<file path="config.mk">
export PLATFORM = sky130hd
export DESIGN_NAME = onehot_ring
export DESIGN_NICKNAME = d
export VERILOG_FILES = /design/src/rtl/ring_pkg.sv /design/src/rtl/ring_btn_sync.sv /design/src/rtl/ring_feedback.sv /design/src/rtl/ring_stages.sv /design/src/rtl/onehot_ring.sv
export SDC_FILE = /design/constraint.sdc
export NUM_CORES = 1
export LEC_CHECK = 0
export CORE_AREA = 2 2 39 41
export CTS_CLUSTER_DIAMETER = 40
export DETAILED_ROUTE_END_ITERATION = 7
export DIE_AREA = 0 0 41 43
export DONT_BUFFER_PORTS = 1
export PLACE_DENSITY_LB_ADDON = 0.12
export SETUP_SLACK_MARGIN = 0.05
export SLEW_MARGIN = 20
export SYNTH_ARGS = -nofsm -noshare
export SYNTH_HDL_FRONTEND = slang
export SYNTH_SLANG_ARGS = --single-unit
</file>
<file path="constraint.sdc">
create_clock -name clk -period 2.08 [get_ports clk]
set_input_delay 0 -clock clk [delete_from_list [all_inputs] [get_ports clk]]
set_output_delay 0 -clock clk [all_outputs]
set_load 0.01 [all_outputs]
</file>
<file path="src/rtl/ring_pkg.sv">
package ring_pkg;

    // Number of flip-flop stages in the ring and synchronizer depth.
    localparam int unsigned RING_STAGES_DEF = 4;
    localparam int unsigned SYNC_DEPTH_DEF  = 2;

    // Edge detector for the synchronized button level.
    typedef enum logic {
        BTN_RELEASED = 1'b0,
        BTN_HELD     = 1'b1
    } btn_state_t;

endpackage

</file>
<file path="src/rtl/ring_btn_sync.sv">
module ring_btn_sync
    import ring_pkg::*;
#(
    parameter int unsigned SYNC_STAGES = SYNC_DEPTH_DEF
) (
    input  logic clk,
    input  logic rst_n,
    input  logic btn_level,
    output logic btn_pulse
);

    localparam int unsigned SYNC_MSB = SYNC_STAGES - 1;

    logic [SYNC_MSB:0] sync_q;
    logic              btn_sync;
    btn_state_t        state_q;
    btn_state_t        state_d;

    // Synchronizer chain: the raw level enters at bit 0.
    always_ff @(posedge clk or negedge rst_n) begin
        if (!rst_n) begin
            sync_q <= '0;
        end else begin
            sync_q <= {sync_q[SYNC_MSB-1:0], btn_level};
        end
    end

    assign btn_sync = sync_q[SYNC_MSB];

    // State register.
    always_ff @(posedge clk or negedge rst_n) begin
        if (!rst_n) begin
            state_q <= BTN_RELEASED;
        end else begin
            state_q <= state_d;
        end
    end

    // Next state and output.
    always_comb begin
        state_d   = state_q;
        btn_pulse = 1'b0;
        unique case (state_q)
            BTN_RELEASED: begin
                if (btn_sync) begin
                    state_d   = BTN_HELD;
                    btn_pulse = 1'b1;
                end
            end
            BTN_HELD: begin
                if (!btn_sync) begin
                    state_d = BTN_RELEASED;
                end
            end
            default: begin
                state_d = BTN_RELEASED;
            end
        endcase
    end

endmodule

</file>
<file path="src/rtl/ring_feedback.sv">
module ring_feedback #(
    parameter int unsigned NUM_STAGES = 4
) (
    input  logic [NUM_STAGES-1:0] stage_q,
    output logic                  inject
);

    // A new marker enters only when the ring is completely empty.
    assign inject = ~(|stage_q);

endmodule

</file>
<file path="src/rtl/ring_stages.sv">
module ring_stages #(
    parameter int unsigned NUM_STAGES = 4
) (
    input  logic                  clk,
    input  logic                  rst_n,
    input  logic                  load,
    input  logic [NUM_STAGES-1:0] load_val,
    input  logic                  shift,
    input  logic                  inject,
    output logic [NUM_STAGES-1:0] stage_q
);

    logic [NUM_STAGES-1:0] stage_d;

    for (genvar i = 0; i < NUM_STAGES; i++) begin : g_stage
        if (i == 0) begin : g_head
            assign stage_d[i] = inject;
        end else begin : g_body
            assign stage_d[i] = stage_q[i-1];
        end

        // Preset has priority over an advance in the same cycle.
        always_ff @(posedge clk or negedge rst_n) begin
            if (!rst_n) begin
                stage_q[i] <= 1'b0;
            end else if (load) begin
                stage_q[i] <= load_val[i];
            end else if (shift) begin
                stage_q[i] <= stage_d[i];
            end
        end
    end

endmodule

</file>
<file path="src/rtl/onehot_ring.sv">
module onehot_ring
    import ring_pkg::*;
#(
    parameter int unsigned NUM_STAGES  = RING_STAGES_DEF,
    parameter int unsigned SYNC_STAGES = SYNC_DEPTH_DEF
) (
    input  logic                  clk,
    input  logic                  rst_n,
    input  logic                  mode_manual,
    input  logic                  step_en,
    input  logic                  btn_level,
    input  logic                  preset_load,
    input  logic [NUM_STAGES-1:0] preset_val,
    output logic [NUM_STAGES-1:0] stage_q,
    output logic [NUM_STAGES-1:0] stage_n
);

    logic btn_pulse;
    logic step_go;
    logic inject;

    ring_btn_sync #(
        .SYNC_STAGES (SYNC_STAGES)
    ) i_btn (
        .clk       (clk),
        .rst_n     (rst_n),
        .btn_level (btn_level),
        .btn_pulse (btn_pulse)
    );

    // Choose the step source.
    assign step_go = mode_manual ? btn_pulse : step_en;

    ring_feedback #(
        .NUM_STAGES (NUM_STAGES)
    ) i_fb (
        .stage_q (stage_q),
        .inject  (inject)
    );

    ring_stages #(
        .NUM_STAGES (NUM_STAGES)
    ) i_stages (
        .clk      (clk),
        .rst_n    (rst_n),
        .load     (preset_load),
        .load_val (preset_val),
        .shift    (step_go),
        .inject   (inject),
        .stage_q  (stage_q)
    );

    assign stage_n = ~stage_q;

endmodule

</file>
Yosys cells after proc, flatten, opt, wreduce, memory -nomap -nowiden

Cells that the tools add are included.

Mux-type cells: 11
Bitwise gates (word level): 2
Reductions and logical operators: 2

Operators with widths:

| kind               | number |
|---|---|
| 1-bit two-way mux  | 11 |
| 4-bit inverter     | 1 |
| 4-bit OR reduction | 1 |
| 2-bit nonzero test | 1 |
| 1-bit inverter     | 1 |

Register bits: 7
Input port bits: 10
Word-level logic and storage cells: 21

Longest topological paths before layout

Depth in word-level cells: 5
Gate-level depth with buffers: 3

Cells and area by module

From an unflattened synthesis, not the netlist that was laid out.

Cells, all modules: 27
Area, all modules: 317.8 um^2

By module, submodules not included:

| module        | instances | cells each | area each (um^2) | seq. area each (um^2) |
|---|---|---|---|---|
| ring_stages   | 1         | 17         | 186.4            | 100.1 |
| ring_btn_sync | 1         | 4          | 88.8             | 75.1 |
| onehot_ring   | 1         | 5          | 30.0             | 0.0 |
| ring_feedback | 1         | 1          | 12.5             | 0.0 |

Least setup slack after synthesis

Ideal clock, no wire load.

Path kind: reg2reg
Start: register i_stages.stage_q[2]
End: register i_stages.stage_q[0]
Setup time: 0.077 ns
Arrival time: 0.877 ns
Data required time: 2.003 ns
Setup slack: 1.126 ns
Cell stages (with the launch flop): 4
Buffers on the path: 0
Clock period less this slack: 0.954 ns
Path through: dfrtp_1 > nor4_2 > o21ai_1 > a21oi_1

Word-level cells in the longest chain between the ends: 4

Ends and longest elaborated chain:

| item                             | RTL line           | source |
|---|---|---|
| start: declaration               | ring_stages.sv:10  | `output logic [NUM_STAGES-1:0] stage_q` |
| start signal: indexed assignment | ring_stages.sv:27  | `stage_q[i] <= load_val[i];` |
| start signal: indexed assignment | ring_stages.sv:29  | `stage_q[i] <= stage_d[i];` |
| 4-bit OR reduction               | ring_feedback.sv:9 | `assign inject = ~(\|stage_q);` |
| 1-bit inverter                   | ring_feedback.sv:9 |  |
| 1-bit two-way mux                | ring_stages.sv:28  | `end else if (shift) begin` |
| 1-bit two-way mux                | ring_stages.sv:26  | `end else if (load) begin` |

No other way between the ends. The select of a mux whose other input is x is not followed.
A chain may end at the register's enable or synchronous reset.

Final worst setup path

Start: input port preset_val[2]
End: register i_stages.stage_q[2]

Word-level cells in the longest chain between the ends: 1

Ends and longest elaborated chain:

| item               | RTL line          | source |
|---|---|---|
| start: declaration | onehot_ring.sv:13 | `input logic [NUM_STAGES-1:0] preset_val,` |
| 1-bit two-way mux  | ring_stages.sv:26 |  |

No other way between the ends.

==> results.json <==
{
  "status": "complete, no violations",
  "vias": 321,
  "synth_top_area_frac": 0.545,
  "initialDrtViolationCount": 2,
  "finalWirelength_um": 822,
  "synth_fp_nets": 42,
  "p_total_uw": 349,
  "vias_per_cell": 4.86,
  "yosys_warnings": 0,
  "synth_top_cells_by_count": "dfrtp_1 (7), nor2b_1 (5), a21oi_1 (4), a31oi_1 (4), inv_1 (4)",
  "post-dp-hpwl_um": 598,
  "synth_edf_count": 0,
  "slew-limit-headroom": 0.767,
  "overflow": 0,
  "async_flop_share": 1.00,
  "io_buffers": 0,
  "fmax_mhz": 598,
  "register_area_um2": 175,
  "critPathLaunchType": "input pin",
  "nNetsFinal": 61,
  "min_path_type": "input pin to asynchronous set/reset pin",
  "grt_usage": 0.109,
  "final_hold_viol_count": 0,
  "crit_path_end_kind": "flop",
  "critPathKind": "input pin to flop",
  "grt_pass1_vias": 309,
  "io_pins": 18,
  "fp.dieW_um": 41,
  "period_share": 0.804,
  "pwr_density_cell_mw_per_mm2": 686,
  "start_util": 0.232,
  "ys_seq_area_frac": 0.545,
  "drive_above_1_share": 0.0800,
  "clockRootBuffer": "clkbuf_4",
  "die_y_um": 43,
  "grt_max_degree": 9,
  "netlist_instances": 32,
  "rows": 14,
  "synth_top_area_cell": "dfrtp_1",
  "post-place-ws_ps": 1070,
  "path_max_fanout": 1,
  "drtPass1Iterations": 2,
  "path_clk_slew_ps": 50,
  "avgSynthCellArea_um2": 10.0,
  "multi_input_area_um2": 131,
  "required_ps": 2210,
  "vdd_ir_drop_max_v": 0.000266,
  "drtAntennaViolNets": 0,
  "dieArea_mm2": 0.00176,
  "cts_resized": 0,
  "cts_sinks": 7,
  "synth_cell_types": 11,
  "setup_viol": 0,
  "synth_flop_cell": "dfrtp_1",
  "synth.most_common_cell": "dfrtp_1",
  "fin_skew_ps": 1.22,
  "setup_tns_ps": 0,
  "antenna_found_initial": 0,
  "drv_cap": 0,
  "cts_tree": "done",
  "core_area_mm2": 0.00138,
  "fin_crit_ps": 1670,
  "power.leakage_uw": 0.000218,
  "htree_levels": 1,
  "crit_arrival_ps": 1800,
  "drc_errors": 0,
  "worst_slack_ps": 407,
  "final_cell_area_um2": 508,
  "nFillCells": 155,
  "rsz0062_at_grt": "false",
  "place.gp.congestion": 0.644,
  "clkLatencyLatePin_ps": 250,
  "ys_ff_latch": 7,
  "worstMarginPinSlew_ps": 348,
  "synth_area_leaders": "dfrtp_1 (54%), nor2b_1 (9.7%), a31oi_1 (7.8%)",
  "cts.path.max_buffers": 2,
  "n_antenna_cell": 0,
  "dpl_cell_area_um2": 342,
  "syn-cell-area_um2": 322,
  "numCtsBuffers": 3,
  "wl_per_cell_um": 12.5,
  "grt_pass1_wl_um": 1230,
  "slew_violations": 0,
  "area_delta_synth_final_pct": 58.0
}
==> cell families after synthesis <==
family,count (synthesis),synth area share
compound gates,12,0.202
buf+inv,4,0.0467
flops,7,0.545
simple gates,9,0.206
==> final timing paths <==
path | startpoint | end | slack (ps) | depth (start not counted)
setup / recovery | preset_val[2] | i_stages.stage_q[2]$_DFFE_PN0P_ | 410 | 5
hold / removal | rst_n | i_stages.stage_q[3]$_DFFE_PN0P_ | 90 | 1
setup reg to reg | i_btn.state_q$_DFF_PN0_ | i_stages.stage_q[2]$_DFFE_PN0P_ | 510 | 4
hold reg to reg | i_btn.sync_q[0]$_DFF_PN0_ | i_btn.sync_q[1]$_DFF_PN0_ | 350 | 0
max in group asynchronous | rst_n | i_btn.sync_q[0]$_DFF_PN0_ | 1740 | 1
min in group clk | btn_level | i_btn.sync_q[0]$_DFF_PN0_ | 300 | 1
==> repair_timing <==
item / CTS / global route
hold buffers: 14 / 0
buffers inserted: 0 / 0
hold endpoints to repair: 12 / 0
==> area by class of cell <==
class / instances / area share
flip-flops and latches: 7 / 0.345
well taps: 16 / 0.0394
inverters: 4 / 0.0296
clock buffers: 4 / 0.0517
multi-input cells: 21 / 0.259
repair buffers: 14 / 0.276
==> layer usage <==
layer,vias to the layer above,part of all wire,global-route usage
li1,149,-,-
met1,163,0.39,0.111
met2,9,0.56,0.175
met3,0,0.051,0.0314
met4,0,0,0.0800
met5,-,0,0
==> stage by stage <==
stage	utilization	instances	hold slack, ps
after floorplan	-	32	-296
after global placement	0.247	48	-295
after detailed placement	0.247	48	-295
after CTS	0.367	66	99.3
after global routing	0.367	66	112
final	0.367	66	92.2
==> cells in the final DEF (no fill, tap or decap), drive strengths merged, types with 4 or more instances in the layout <==
cell | synthesis | routed
dlygate4sd3 | 0 | 14
dfrtp | 7 | 7
nor2b | 5 | 5
inv | 4 | 4
a31oi | 4 | 4
a21oi | 4 | 4
o21ai | 4 | 4
clkbuf | 0 | 4
==> registers in the layout, summed over array words and instances (netlist names) <==
| signal | count |
|---|---|
| i_btn.state_q | 1 |
| i_stages.stage_q | 4 |
| i_btn.sync_q | 2 |
==> worst max-delay path, cell delays in order <==
cell,delay (ps)
dlygate4sd3_1,540
nor2b_1,110
dlygate4sd3_1,550
a21oi_1,40
dlygate4sd3_1,560
==> where the power goes <==
| group | total [uW] | switching [uW] | leakage (uW) | internal, uW |
|---|---|---|---|---|
| clock | 124 | 50.6 | 0.0000150 | 73.2 |
| combinational | 59.3 | 24.4 | 0.000123 | 34.9 |
| sequential | 166 | 18.0 | 0.0000808 | 148 |
Power figures use the tool's default switching activity.
